**src/rtl/stkp_pkg.sv**
```systemverilog
// Shared types for the stack pointer unit.
// Assumes a single clock domain; enums are sized for synthesis.
package stkp_pkg;
    // Frame sequencing: idle, or the cycle that writes the second frame word
    typedef enum logic {
        FR_IDLE = 1'b0,
        FR_HIGH = 1'b1
    } fr_state_e;

    // Stack operation selected for the current cycle
    typedef enum logic [2:0] {
        OP_NONE = 3'd0,
        OP_PUSH = 3'd1,
        OP_POP  = 3'd2,
        OP_FRLO = 3'd3,
        OP_FRHI = 3'd4
    } stk_op_e;
endpackage

```
**src/rtl/stkp_frame_build.sv**
```systemverilog
// Builds the two words of a call or exception frame from a program counter.
// Word one is PC[DW-1:0]. Word two is {top byte, zero pad, upper PC bits}.
// For an exception frame the top byte is the status byte, otherwise it is zero.
// Assumes PCW > DW and DW - SW - (PCW - DW) >= 1.
module stkp_frame_build #(
    parameter int DW  = 16,
    parameter int PCW = 23,
    parameter int SW  = 8
) (
    input  logic [PCW-1:0] pc_i,
    input  logic [SW-1:0]  stat_i,
    input  logic           exc_i,
    output logic [DW-1:0]  lo_o,
    output logic [DW-1:0]  hi_o
);
    localparam int PCH = PCW - DW;
    localparam int PAD = DW - SW - PCH;

    logic [SW-1:0] top_byte;

    // Choose the top byte: status on exception entry, zero for a call
    always_comb begin
        top_byte = exc_i ? stat_i : '0;
    end

    assign lo_o = pc_i[DW-1:0];
    assign hi_o = {top_byte, {PAD{1'b0}}, pc_i[PCW-1:DW]};
endmodule

```
**src/rtl/stkp_bound_chk.sv**
```systemverilog
// Range check for one stack effective address.
// Flags an address below the fixed floor, and, when chk_hi is set, an
// address above the limit. Equality with the limit is allowed.
// Purely combinational; the caller decides what to block.
module stkp_bound_chk #(
    parameter int            DW    = 16,
    parameter logic [DW-1:0] FLOOR = 16'h0800
) (
    input  logic [DW-1:0] ea_i,
    input  logic [DW-1:0] lim_i,
    input  logic          chk_hi_i,
    output logic          bad_o
);
    logic below_floor;
    logic above_lim;

    // Compare the address against both bounds
    always_comb begin
        below_floor = (ea_i < FLOOR);
        above_lim   = chk_hi_i && (ea_i > lim_i);
        bad_o       = below_floor || above_lim;
    end
endmodule

```
**src/rtl/stack_ptr_unit.sv**
```systemverilog
// Stack pointer unit: pointer, limit, push/pop address generation,
// limit and floor trap, and two-cycle frame push.
// Assumes an external synchronous memory that writes on the clock edge
// when mem_we_o is high. The limit register is not reset; software must
// load it before the first push. One stack access per cycle.
module stack_ptr_unit #(
    parameter int            DW       = 16,
    parameter int            PCW      = 23,
    parameter int            SW       = 8,
    parameter logic [DW-1:0] FLOOR    = 16'h0800,
    parameter logic [DW-1:0] SP_RESET = 16'h0800
) (
    input  logic           clk,
    input  logic           rst_n,
    input  logic           push_i,
    input  logic [DW-1:0]  push_data_i,
    input  logic           pop_i,
    input  logic           frame_i,
    input  logic           frame_exc_i,
    input  logic [PCW-1:0] frame_pc_i,
    input  logic [SW-1:0]  frame_stat_i,
    input  logic           sp_we_i,
    input  logic [DW-1:0]  sp_data_i,
    input  logic           lim_we_i,
    input  logic [DW-1:0]  lim_data_i,
    output logic           mem_we_o,
    output logic           mem_re_o,
    output logic [DW-1:0]  mem_addr_o,
    output logic [DW-1:0]  mem_wdata_o,
    output logic [DW-1:0]  sp_o,
    output logic [DW-1:0]  lim_o,
    output logic           busy_o,
    output logic           trap_o
);
    import stkp_pkg::*;

    localparam logic [DW-1:0] WSTEP = DW'(2);
    localparam logic [DW-1:0] ALIGN = ~DW'(1);

    fr_state_e      state_q;
    stk_op_e        op;
    logic [DW-1:0]  sp_q;
    logic [DW-1:0]  lim_q;
    logic [DW-1:0]  hi_q;
    logic           trap_q;
    logic [DW-1:0]  ea;
    logic           chk_hi;
    logic           bad;
    logic [DW-1:0]  fr_lo;
    logic [DW-1:0]  fr_hi;

    stkp_frame_build #(.DW(DW), .PCW(PCW), .SW(SW)) u_frame (
        .pc_i   (frame_pc_i),
        .stat_i (frame_stat_i),
        .exc_i  (frame_exc_i),
        .lo_o   (fr_lo),
        .hi_o   (fr_hi)
    );

    stkp_bound_chk #(.DW(DW), .FLOOR(FLOOR)) u_bound (
        .ea_i     (ea),
        .lim_i    (lim_q),
        .chk_hi_i (chk_hi),
        .bad_o    (bad)
    );

    // Select this cycle's operation: frame word two, then pointer write, then frame, push, pop
    always_comb begin
        op = OP_NONE;
        if (state_q == FR_HIGH) begin
            op = OP_FRHI;
        end else if (!sp_we_i) begin
            if (frame_i)     op = OP_FRLO;
            else if (push_i) op = OP_PUSH;
            else if (pop_i)  op = OP_POP;
        end
    end

    // Form the effective address: pre-decrement for pop, current pointer otherwise
    always_comb begin
        ea     = (op == OP_POP) ? (sp_q - WSTEP) : sp_q;
        chk_hi = (op != OP_POP);
    end

    // Drive the memory strobes only when the access passes both bounds
    always_comb begin
        mem_we_o    = (op == OP_PUSH || op == OP_FRLO || op == OP_FRHI) && !bad;
        mem_re_o    = (op == OP_POP) && !bad;
        mem_addr_o  = ea;
        unique case (op)
            OP_PUSH: mem_wdata_o = push_data_i;
            OP_FRLO: mem_wdata_o = fr_lo;
            OP_FRHI: mem_wdata_o = hi_q;
            default: mem_wdata_o = '0;
        endcase
    end

    // Pointer update: direct write, post-increment on write, pre-decrement on read
    always_ff @(posedge clk) begin
        if (!rst_n) begin
            sp_q <= SP_RESET;
        end else if (state_q == FR_IDLE && sp_we_i) begin
            sp_q <= sp_data_i & ALIGN;
        end else if (mem_we_o) begin
            sp_q <= sp_q + WSTEP;
        end else if (mem_re_o) begin
            sp_q <= ea;
        end
    end

    // Limit register: loaded on write with bit 0 cleared, deliberately left unreset
    always_ff @(posedge clk) begin
        if (lim_we_i) begin
            lim_q <= lim_data_i & ALIGN;
        end
    end

    // Frame sequencer: enter the second-word cycle after an accepted first word
    always_ff @(posedge clk) begin
        if (!rst_n) begin
            state_q <= FR_IDLE;
            hi_q    <= '0;
        end else if (op == OP_FRLO && !bad) begin
            state_q <= FR_HIGH;
            hi_q    <= fr_hi;
        end else begin
            state_q <= FR_IDLE;
        end
    end

    // Trap pulse: one cycle for each blocked request
    always_ff @(posedge clk) begin
        if (!rst_n) begin
            trap_q <= 1'b0;
        end else begin
            trap_q <= (op != OP_NONE) && bad;
        end
    end

    assign sp_o   = sp_q;
    assign lim_o  = lim_q;
    assign busy_o = (state_q == FR_HIGH);
    assign trap_o = trap_q;
endmodule

```
**config.mk**
```make
export PLATFORM = sky130hd
export DESIGN_NAME = stack_ptr_unit
export DESIGN_NICKNAME = d
export VERILOG_FILES = /design/src/rtl/stkp_pkg.sv /design/src/rtl/stkp_frame_build.sv /design/src/rtl/stkp_bound_chk.sv /design/src/rtl/stack_ptr_unit.sv
export SDC_FILE = /design/constraint.sdc
export NUM_CORES = 1
export LEC_CHECK = 0
export BUFFER_PORTS_ARGS = -buffer_cell sky130_fd_sc_hd__buf_2
export CAP_MARGIN = 15
export CORE_MARGIN = 3
export CORE_UTILIZATION = 47
export DETAILED_ROUTE_END_ITERATION = 7
export PLACE_DENSITY = 0.81
export SKIP_CTS_REPAIR_TIMING = 1
export SLEW_MARGIN = 5
export SYNTH_ARGS = -nofsm -noshare
export SYNTH_HDL_FRONTEND = slang
export SYNTH_SLANG_ARGS = --single-unit
export TNS_END_PERCENT = 10
```
**constraint.sdc**
```tcl
create_clock -name clk -period 6.3 [get_ports clk]
set_input_delay 1.26 -clock clk [delete_from_list [all_inputs] [get_ports clk]]
set_output_delay 1.26 -clock clk [all_outputs]
set_load 0.005 [all_outputs]
```
# Word level (Yosys, flattened, before mapping)
# Cells that the tools add are included.
totals:
  register_bits: 48
  in_bits: 87
  out_inout_bits: 68
  wordCells: 43
op_classes:
  n_addsub: 2
  magnitude_cmp: 2
  n_eq_ne: 5
  muxes: 12
  n_bitwise: 2
  n_reduce_logical: 14
ops:
  columns: ["operator", "count"]
  rows:
  - ["$mux W16", 4]
  - ["$pmux W16 S3", 1]
  - ["$add A16 B2 Y16 const B", 1]
  - ["$gt A16 B16 Y1", 1]
  - ["$lt A16 B12 Y1 const B", 1]
  - ["$sub A16 B2 Y16 const B", 1]
  - ["$mux W8", 1]
  - ["$eq A3 B2 Y1 const B", 2]
  - ["$logic_and A1 B1 Y1", 6]
  - ["$mux W2", 3]
  - ["$mux W3", 2]
  - ["$reduce_bool A3 Y1", 2]
  - ["$eq A3 B1 Y1 const B", 1]
  - ["$eq A3 B3 Y1 const B", 1]
  - ["$logic_or A1 B1 Y1", 3]
  - ["$ne A3 B2 Y1 const B", 1]
  - ["$not A1 Y1", 2]
  - ["$reduce_bool A2 Y1", 1]
  - ["$reduce_or A2 Y1", 1]
  - ["$logic_not A1 Y1", 1]
  - ["$mux W1", 1]

# Depth between registers and ports, before layout
# Gate-level depths: netlist of run 1.
logic_depth:
  ltp_word: 15
  depth_mapped: 18
  mapped_depth_nobuf: 16

# By module
# Synthesis of run 1 repeated with hierarchy kept, for this count alone.
hier_totals:
  hier_cells: 420
  area_unflattened_um2: 3498.4
modules_own_cells:
  columns: ["module", "n_inst", "cells_per_inst", "area_per_inst_um2"]
  rows:
  - ["stack_ptr_unit", 1, 328, 2839.0]
  - ["stkp_bound_chk", 1, 59, 425.4]
  - ["stkp_frame_build", 1, 33, 234.0]

# Least setup slack after synthesis of run 1
# Ideal clock, no wire load.
synth_path:
  path_kind: "in2out"
  startpoint: "input port pop_i"
  endpoint: "output port mem_we_o"
  arrival_ns: 4.355
  t_required_ns: 5.040
  setup_slack_ns: 0.685
  stages: 12
  n_path_buf: 1
  cell_sequence: "nor4bb_1 nand2_1 or3_1 xnor2_1 ha_1 a211oi_1 nor2_1 o31a_1 o41ai_1 nand3_2 inv_2 buf_4"
synth_between:
  elab_chain_cells: 12
synth_rtl:
  columns: ["item", "line_no", "text"]
  rows:
  - ["from (decl)", "stack_ptr_unit.sv:17", "input logic pop_i,"]
  - ["$mux W2 *", "stack_ptr_unit.sv:75", "else if (pop_i) op = OP_POP;"]
  - ["$mux W2 *", "stack_ptr_unit.sv:74", "else if (push_i) op = OP_PUSH;"]
  - ["$mux W2 *", "stack_ptr_unit.sv:73", "if (frame_i) op = OP_FRLO;"]
  - ["$mux W3 *", "stack_ptr_unit.sv:72", "end else if (!sp_we_i) begin"]
  - ["$mux W3 *", "stack_ptr_unit.sv:70", "if (state_q == FR_HIGH) begin"]
  - ["$eq A3 B2 Y1 *", "stack_ptr_unit.sv:81", "ea = (op == OP_POP) ? (sp_q - WSTEP) : sp_q;"]
  - ["$mux W16 *", "stack_ptr_unit.sv:81", null]
  - ["named net mem_addr_o[5]", "stack_ptr_unit.sv:28", "output logic [DW-1:0] mem_addr_o,"]
  - ["$gt A16 B16 Y1", "stkp_bound_chk.sv:20", "above_lim = chk_hi_i && (ea_i > lim_i);"]
  - ["$logic_and A1 B1 Y1", "stkp_bound_chk.sv:20", null]
  - ["$logic_or A1 B1 Y1 *", "stkp_bound_chk.sv:21", "bad_o = below_floor || above_lim;"]
  - ["$logic_not A1 Y1 *", "stack_ptr_unit.sv:87", "mem_we_o = (op == OP_PUSH || op == OP_FRLO || op == OP_FRHI) && !bad;"]
  - ["$logic_and A1 B1 Y1 *", "stack_ptr_unit.sv:87", null]
  - ["to (decl)", "stack_ptr_unit.sv:26", "output logic mem_we_o,"]
# Mark *: on every way through the listed nets, which the timed path passes. The rest lies on a longest branch.

# Final worst setup path of run 1
layout_path:
  startpoint: "input port sp_we_i"
  endpoint: "output port mem_we_o"
layout_between:
  elab_chain_cells: 9
layout_rtl:
  columns: ["item", "line_no", "text"]
  rows:
  - ["from (decl)", "stack_ptr_unit.sv:22", "input logic sp_we_i,"]
  - ["$mux W3 *", "stack_ptr_unit.sv:72", null]
  - ["$mux W3 *", "stack_ptr_unit.sv:70", null]
  - ["$eq A3 B2 Y1", "stack_ptr_unit.sv:81", null]
  - ["$mux W16", "stack_ptr_unit.sv:81", null]
  - ["$gt A16 B16 Y1", "stkp_bound_chk.sv:20", null]
  - ["$logic_and A1 B1 Y1", "stkp_bound_chk.sv:20", null]
  - ["$logic_or A1 B1 Y1", "stkp_bound_chk.sv:21", null]
  - ["$logic_not A1 Y1", "stack_ptr_unit.sv:87", null]
  - ["$logic_and A1 B1 Y1 *", "stack_ptr_unit.sv:87", null]
# Mark *: on every way between the ends. The rest lies on a longest branch, timed or not.

==> flow_summary.yaml, run 1 <==
route:
  wirelength_mm: 9.82
  routedWlPerCell_um: 16.1
  via_per_inst: 5.72
  antenna_left: 0
  dr_wl_met2_mm: 5.00
  drc: 0
  routedLengthMet1_mm: 4.03
  highest_layer: "met4"
  first_pass_iters: 7
  wl_met3_um: 634
  vias: 3486
  first_iter_violations: 293
global_routing:
  grt_pass1_wl_mm: 16.2
  grt_usage_pct: 23.7
  antenna_found_initial: 0
  grt_pass1_vias: 3390
  grt_max_degree: 28
  grt-ovfl-total: 0
pwr:
  intPower_mw: 0.561
  p_per_area_nw_per_um2: 208
  power_switching_mw: 0.299
  peakVddDrop_mv: 0.111
  power.share.sequential_pct: 43.9
  p_clk_share_pct: 22.5
  power_frac_comb_pct: 33.6
  swShare_pct: 34.7
  leakagePower_nw: 1.99
final_layout:
  layout_commonest_cell: "buf_2"
  final_util_pct: 63.0
  syn_to_final_growth_pct: 25.6
  instances_no_fill: 609
  final_nets: 619
  num-fill-cells: 583
  layout_common_cells: "buf_2, inv_1, dfxtp_1"
  fin_area_um2: 4140
  diodes: 0
  drive_gt1_share_pct: 34.5
synth:
  syn_area_um2: 3290
  synth_edf_count: 15
  synth_cell_types: 66
  synth-simple-area-share_pct: 22.0
  synth_compound_area_share_pct: 19.9
  ys_ff_latch: 47
  synthMuxAreaShare_pct: 3.38
  avgSynthCellArea_um2: 8.53
  ys_warn_count: 0
  synth_top_family_by_area: "simple AND/OR/NAND/NOR gates"
  async_reset_ff_share_pct: 0
  synthFlopType: "dfxtp_1"
  syn_inst: 386
  synth_xor_area_share_pct: 5.32
  ys_seq_area_share_pct: 33.1
  synthAdderAreaFrac_pct: 6.46
worst_setup_path:
  path_cells: "buf_2 > nor4bb_1 > nand2_1 > or3_1 > xnor2_1 > ha_1 > a211oi_1 > nor2_1 > o31a_1 > o41ai_2 > nand3_2 > inv_2 > buf_2"
  cp_max_fo: 11
  cp_common_cell: "buf_2"
  cpPeakStageDelay_ps: 470
  worst_r2r_path_depth: 13
  crit_arrival_ps: 4680
  slowest_stage: "nor4bb_1"
  worstSetupEndpointType: "output port"
  startpoint_type: "input pin"
  cp.required_ps: 5040
  critPathKind: "input pin to output port"
timing:
  max_freq_mhz: 168
  finalCritPeriodShare_pct: 94.3
  setup_viol: 0
  setup_tns_ps: 0
  min_period_ps: 5940
  slew-limit-headroom_pct: 33.8
  fin_skew_ps: 13.9
  rsz0062_at_grt: "no"
  finalWorstSetupSlack_ps: 358
  drv_slew: 0
  tightestPinTransition_ps: 993
  finalHoldViolCount: 0
clock_network:
  cts_buffers: 5
  clockBufferDepth: 2
  insertion_delay_ps: 310
  ctsHtreeMaxLevel: 2
  root_buffer: "clkbuf_8"
  tritoncts: "built"
  cts.sink_count: 47
  path_clk_slew_ps: 80
min_path:
  hold_path_class: "register to register"
  hold_depth: 2
run:
  drv_cap: 0
outcome:
  status: "finished, final reports clean"
placement:
  io_buffers: 149
  pre_cts_slack_ps: 295
  hpwl_mm: 7.49
  gp_congestion: 0.901
  post_dp_cell_area_um2: 4030
  dp_cells: 600
floorplanning:
  num_rows: 29
  start_util_pct: 50.2
  dieArea_um2: 8050
  core_area_um2: 6570
  die-height_um: 89.7
  die_x_um: 89.7
  ios: 155
## sequential cells by signal (all words and copies together), names as in the netlist
signal	flops
lim_o	15
sp_o	15
busy_o	1
trap_o	1
hi_q	15
## metal layers
layer	up-vias	GRT usage [%]
met3	16	4.17
met1	1641	28.4
met4	0	6.13
met5	-	0
li1	1664	-
met2	165	43.7
## critical path, delay by kind of cell
family	cells	cell delay, ps
and+or+nand+nor	5	1380
AOI/OAI and AO/OA	3	900
buffers and inverters	3	590
adders and majority gates	1	310
xor gates and xnor gates	1	250
## cell type report
class / instances / area, um^2 / area share (%)
clock buffers: 7 / 86.3 / 2.09
clock inverters: 1 / 5.00 / 0.121
inverters: 40 / 150 / 3.63
multi-input cells: 267 / 1900 / 46.0
flip-flops and latches: 47 / 1090 / 26.4
well taps: 93 / 116 / 2.81
repair buffers: 154 / 787 / 19.0
## cells in the mapped netlist (3+ instances only)
cell type	count	share of area [%]
o21ai_0	10	1.5
a31oi_1	4	0.76
edfxtp_1	15	14
a222oi_1	15	4.6
nor3_1	9	1.4
nor4_1	7	1.3
or3_1	4	0.76
dfxtp_1	32	19
clkbuf_1	22	2.5
xnor2_1	17	4.5
buf_4	7	1.6
o221ai_1	3	0.80
nand2b_1	10	1.9
mux2i_1	10	3.0
nand3_1	24	3.6
a211oi_1	4	0.91
o31ai_1	3	0.68
nor2_1	28	3.2
xor2_1	3	0.80
nand4_1	8	1.5
or2_2	3	0.57
nand2_1	16	1.8
and3_1	7	1.3
a21oi_1	18	2.7
inv_1	39	4.4
ha_1	17	6.5
## power by group through the flow
stage / Clock (mW) / Sequential [mW] / Combinational (mW)
6_report: 0.194 / 0.377 / 0.289
5_1_grt: 0.210 / 0.382 / 0.320
4_1_cts: 0.199 / 0.376 / 0.287
3_5_place_dp: 0 / 0.383 / 0.284
3_3_place_gp: 0 / 0.381 / 0.273
2_1_floorplan: 0 / 0.368 / 0.192
## kinds of logic after synthesis
family | count (synthesis)
other cells | 1
fa+ha+maj | 17
mux | 11
flops | 47
simple gates | 132
compound gates | 84
buf+inv | 74
xor+xnor | 20
## final timing paths
kind | endpoint | startpoint | slack (ps)
min reg2reg | hi_q[11] | hi_q[11] | 480
max | mem_we_o | sp_we_i | 360
min | hi_q[11] | hi_q[11] | 480
max reg2reg | sp_o[6] | busy_o | 1470
## metrics by stage
| step | total power [mW] | hold slack [ps] |
|---|---|---|
| floorplan | 0.560 | 445 |
| detailed placement | 0.667 | 462 |
| global route | 0.912 | 507 |
| CTS | 0.862 | 480 |
| global placement | 0.654 | 456 |
| finish | 0.860 | 477 |
Note: power is estimated with default switching activity, not from simulation.
==> inputs of run 2 (changes only) <==
--- a/config.mk
+++ b/config.mk
@@ -7,10 +7,11 @@
 export LEC_CHECK = 0
 export BUFFER_PORTS_ARGS = -buffer_cell sky130_fd_sc_hd__buf_2
 export CAP_MARGIN = 15
-export CORE_MARGIN = 3
-export CORE_UTILIZATION = 47
+export CORE_MARGIN = 10
+export CORE_UTILIZATION = 49
+export CTS_BUF_LIST = sky130_fd_sc_hd__clkbuf_8
 export DETAILED_ROUTE_END_ITERATION = 7
-export PLACE_DENSITY = 0.81
+export PLACE_DENSITY = 0.84
 export SKIP_CTS_REPAIR_TIMING = 1
 export SLEW_MARGIN = 5
 export SYNTH_ARGS = -nofsm -noshare
==> run 2 against run 1 <==
  * Sequential cell count stayed put
  * Wire length up 12%
  * Largest power group unchanged
  * Critical endpoint unchanged
  * Critical path depth did not move
  * Cell count decreased by 2.6%
==> flow_summary.yaml, run 2 (synthesis gave the netlist of run 1 again) <==
final_layout:
  fin_area_um2: 4130
  num-fill-cells: 561
  layout_commonest_cell: "buf_2"
  drive_gt1_share_pct: 34.7
  final_nets: 619
  layout_common_cells: "buf_2, inv_1, dfxtp_1"
  instances_no_fill: 593
  diodes: 0
  final_util_pct: 64.3
  syn_to_final_growth_pct: 25.4
clock_network:
  ctsHtreeMaxLevel: 2
  tritoncts: "built"
  path_clk_slew_ps: 90
  cts_buffers: 5
  cts.sink_count: 47
  insertion_delay_ps: 300
  clockBufferDepth: 2
  root_buffer: "clkbuf_8"
floorplanning:
  num_rows: 29
  die_x_um: 102
  ios: 155
  start_util_pct: 51.3
  core_area_um2: 6420
  die-height_um: 102
  dieArea_um2: 10400
timing:
  finalCritPeriodShare_pct: 95.0
  max_freq_mhz: 167
  slew-limit-headroom_pct: 33.1
  min_period_ps: 5990
  fin_skew_ps: 10.2
  setup_tns_ps: 0
  finalWorstSetupSlack_ps: 315
  worst_hold_slack_ps: 476
  finalHoldViolCount: 0
  rsz0062_at_grt: "no"
  setup_viol: 0
  drv_slew: 0
  tightestPinTransition_ps: 1000
placement:
  post_dp_cell_area_um2: 4010
  hpwl_mm: 8.65
  gp_congestion: 0.901
  io_buffers: 149
  dp_cells: 584
  pre_cts_slack_ps: 244
global_routing:
  grt_usage_pct: 19.9
  antenna_found_initial: 0
  grt_max_degree: 28
  grt-ovfl-total: 0
  grt_pass1_vias: 3591
  grt_pass1_wl_mm: 17.0
pwr:
  p_per_area_nw_per_um2: 213
  peakVddDrop_mv: 0.0971
  power_mw: 0.881
  power_switching_mw: 0.307
  intPower_mw: 0.573
  leakagePower_nw: 2.00
  swShare_pct: 34.9
  power.share.sequential_pct: 42.9
  power_frac_comb_pct: 33.5
  p_clk_share_pct: 23.6
route:
  antenna_left: 0
  drc: 0
  vias: 3543
  via_per_inst: 5.97
  wirelength_mm: 11.0
  first_pass_iters: 6
  first_iter_violations: 376
  routedWlPerCell_um: 18.6
min_path:
  hold_path_class: "register to register"
run:
  drv_cap: 0
worst_setup_path:
  worstSetupEndpointType: "output port"
  crit_arrival_ps: 4730
  critPathKind: "input pin to output port"
  cp.required_ps: 5040
  startpoint_type: "input pin"
  cp_max_fo: 11
outcome:
  status: "finished, final reports clean"
-- run 2: cell types whose count changed in the layout (fill, tap and decap cells not counted) --
cell	delta
clkinv_2	-1
clkinvlp_4	+1
clkbuf_8	+1
clkbuf_1	-1
-- run 2: critical path: stages --
cell and delay (ps):
buf_2 150, nor4bb_1 490, nand2_1 220, or3_1 360, xnor2_1 280, ha_1 310
a211oi_1 210, nor2_1 70, o31a_1 270, o41ai_2 440, nand3_2 230, inv_2 260
buf_2 170
-- run 2: final cells by class --
type | instances | area, um^2 | area share, %
clock buffer | 7 | 96.3 | 2.33
clock inverter | 1 | 7.51 | 0.182
inverter | 40 | 150 | 3.63
multi-input combinational | 267 | 1900 | 46.1
sequential | 47 | 1090 | 26.4
tap | 77 | 96.3 | 2.33
timing repair buffer | 154 | 787 | 19.0
-- run 2: path summary, 6_finish.rpt --
path            start  cells after the start       end  slack [ps]
max reg2reg    busy_o                     13  sp_o[13]        1400
min          hi_q[13]                      2  hi_q[13]         480
min reg2reg  hi_q[13]                      2  hi_q[13]         480
max           sp_we_i                     13  mem_we_o         310
-- run 2: power by group through the flow --
stage / sequential, mW / clock [mW] / combinational (mW)
floorplan: 0.368 / 0 / 0.192
global placement: 0.381 / 0 / 0.277
detailed placement: 0.383 / 0 / 0.290
CTS: 0.376 / 0.210 / 0.292
global route: 0.382 / 0.220 / 0.325
finish: 0.378 / 0.208 / 0.295
-- run 2: layer usage --
layer  wire length [um]  track usage [%]  vias to the layer above  part of all wire (%)
met1               4100             22.9                     1673                    37
li1                   -                -                     1667                     -
met5                  0                0                        -                     0
met2               5810             35.6                      175                    53
met3                777             3.58                       28                   7.0
met4                340             8.03                        0                   3.1
==> inputs of run 3 (changes only) <==
--- a/config.mk
+++ b/config.mk
@@ -8,10 +8,10 @@
 export BUFFER_PORTS_ARGS = -buffer_cell sky130_fd_sc_hd__buf_2
 export CAP_MARGIN = 15
 export CORE_MARGIN = 10
-export CORE_UTILIZATION = 49
+export CORE_UTILIZATION = 50
 export CTS_BUF_LIST = sky130_fd_sc_hd__clkbuf_8
 export DETAILED_ROUTE_END_ITERATION = 7
-export PLACE_DENSITY = 0.84
+export PLACE_DENSITY = 0.85
 export SKIP_CTS_REPAIR_TIMING = 1
 export SLEW_MARGIN = 5
 export SYNTH_ARGS = -nofsm -noshare
==> constraint.sdc (replaced) <==
create_clock -name clk -period 7.33 [get_ports clk]
set_input_delay 1.466 -clock clk [delete_from_list [all_inputs] [get_ports clk]]
set_output_delay 1.466 -clock clk [all_outputs]
set_load 0.005 [all_outputs]
==> run 3 against run 2 <==
  * Final area is 0.67% lower
  * Register-to-register slack better by 1300 ps
  * Utilization shrank 0.066 points
  * Sequential power decreased by 14%
  * Critical endpoint unchanged
  * Combinational power fell by 15%
  * Hold slack improved by 5.8 ps
  * Sequential share of layout area up 0.18 points
  * Clock power shrank 21%
  * Clock-buffer cell count fell by 1
  * Via count decreased by 1.1%
  * Critical path depth grew 1
==> flow_summary.yaml, run 3 (synthesis gave the netlist of run 1 again) <==
final_layout:
  diodes: 0
  syn_to_final_growth_pct: 24.6
  multiInputGateArea_um2: 1900
  fin_area_um2: 4100
  final_nets: 618
  final_util_pct: 64.3
  seq_area_um2: 1090
  num-fill-cells: 543
  drive_gt1_share_pct: 34.2
  layout_commonest_cell: "buf_2"
  layout_common_cells: "buf_2, inv_1, dfxtp_1"
global_routing:
  busiest_layer: "met2"
  grt-ovfl-total: 0
  gr-usage-met2_pct: 35.7
  grt_usage_pct: 20.1
  met1_usage_pct: 23.0
  grt_use_met3_pct: 4.56
  antenna_found_initial: 0
  grt_pass1_vias: 3465
  grt_pass1_wl_mm: 16.9
  grt_max_degree: 28
floorplanning:
  dieArea_um2: 10200
  die_x_um: 101
  die-height_um: 101
  core_area_um2: 6390
  num_rows: 29
  start_util_pct: 51.6
  ios: 155
worst_setup_path:
  setup.worst_path.end: "mem_we_o"
  r2r_start: "busy_o"
  worstSetupEndpointType: "output port"
  worst_r2r_path_depth: 13
  cp_max_fo: 11
  reg2reg_slack_ps: 2670
  startpoint_type: "input pin"
  critPathKind: "input pin to output port"
  startpoint: "frame_i"
  reg2reg_to: "hi_q[0]"
  crit_arrival_ps: 4950
  cp.required_ps: 5860
clock_network:
  path_clk_slew_ps: 70
  cts.sink_count: 47
  cts_buffers: 5
  clockBufferDepth: 2
  insertion_delay_ps: 310
  root_buffer: "clkbuf_8"
  tritoncts: "built"
  ctsHtreeMaxLevel: 2
timing:
  slew-limit-headroom_pct: 30.1
  finalCritPeriodShare_pct: 87.5
  drv_slew: 0
  max_freq_mhz: 156
  setup_viol: 0
  tightestPinTransition_ps: 1050
  rsz0062_at_grt: "no"
  min_period_ps: 6410
  finalHoldViolCount: 0
  fin_skew_ps: 16.4
  setup_tns_ps: 0
route:
  antenna_left: 0
  first_pass_iters: 5
  vias: 3504
  drc: 0
  routedWlPerCell_um: 18.4
  via_per_inst: 5.92
  first_iter_violations: 381
  wirelength_mm: 10.9
placement:
  io_buffers: 149
  post_dp_cell_area_um2: 4000
  hpwl_mm: 8.58
  gp_congestion: 0.893
pwr:
  leakagePower_nw: 1.99
  p_per_area_nw_per_um2: 180
  peakVddDrop_mv: 0.107
run:
  drv_cap: 0
outcome:
  status: "finished, final reports clean"
min_path:
  hold_path_class: "register to register"
-- run 3: metal layers --
| metal | share of wire [%] | vias to the layer above | wire length [um] |
|---|---|---|---|
| met3 | 7.9 | 24 | 857 |
| li1 | - | 1664 | - |
| met4 | 2.4 | 0 | 260 |
| met5 | 0 | - | 0 |
| met1 | 37 | 1652 | 4050 |
| met2 | 53 | 164 | 5740 |
-- run 3: layout make-up --
| type | count | share of cell area (%) |
|---|---|---|
| inverters | 40 | 3.66 |
| clock buffers | 6 | 2.01 |
| well taps | 77 | 2.35 |
| clock inverters | 2 | 0.305 |
| repair buffers | 153 | 18.9 |
| flip-flops and latches | 47 | 26.6 |
| multi-input cells | 267 | 46.2 |
-- run 3: worst min path at each step --
stage	end	depth (start not counted)	startpoint
final	hi_q[12]	2	hi_q[12]
after global routing	hi_q[12]	2	hi_q[12]
after CTS	hi_q[12]	2	hi_q[12]
after detailed placement	hi_q[12]	2	hi_q[12]
after global placement	hi_q[13]	2	hi_q[13]
after floorplan	hi_q[12]	2	hi_q[12]
-- run 3: per-stage QoR --
step | instances | power, mW | hold slack, ps | setup slack, ps
final | 592 | 0.739 | 482 | 916
after global routing | 592 | 0.784 | 500 | 612
after CTS | 591 | 0.741 | 479 | 986
after detailed placement | 583 | 0.577 | 467 | 997
after global placement | 583 | 0.564 | 460 | 1090
after floorplan | 388 | 0.482 | 445 | 1300
-- run 3: critical path: stages --
cell and delay, ps:
buf_2 120, nor2_1 360, nand4_1 420, nor4_1 580
xor2_1 230, ha_1 280, nand4_1 110, nor2_1 80
o31a_1 120, o41ai_1 360, buf_4 220, nand3_2 150
inv_2 260, buf_2 170
-- run 3: power breakdown --
group / switching, mW / internal (mW) / total [mW]
Clock: 0.0880 / 0.0760 / 0.164
Sequential: 0.0328 / 0.292 / 0.324
Combinational: 0.137 / 0.113 / 0.251
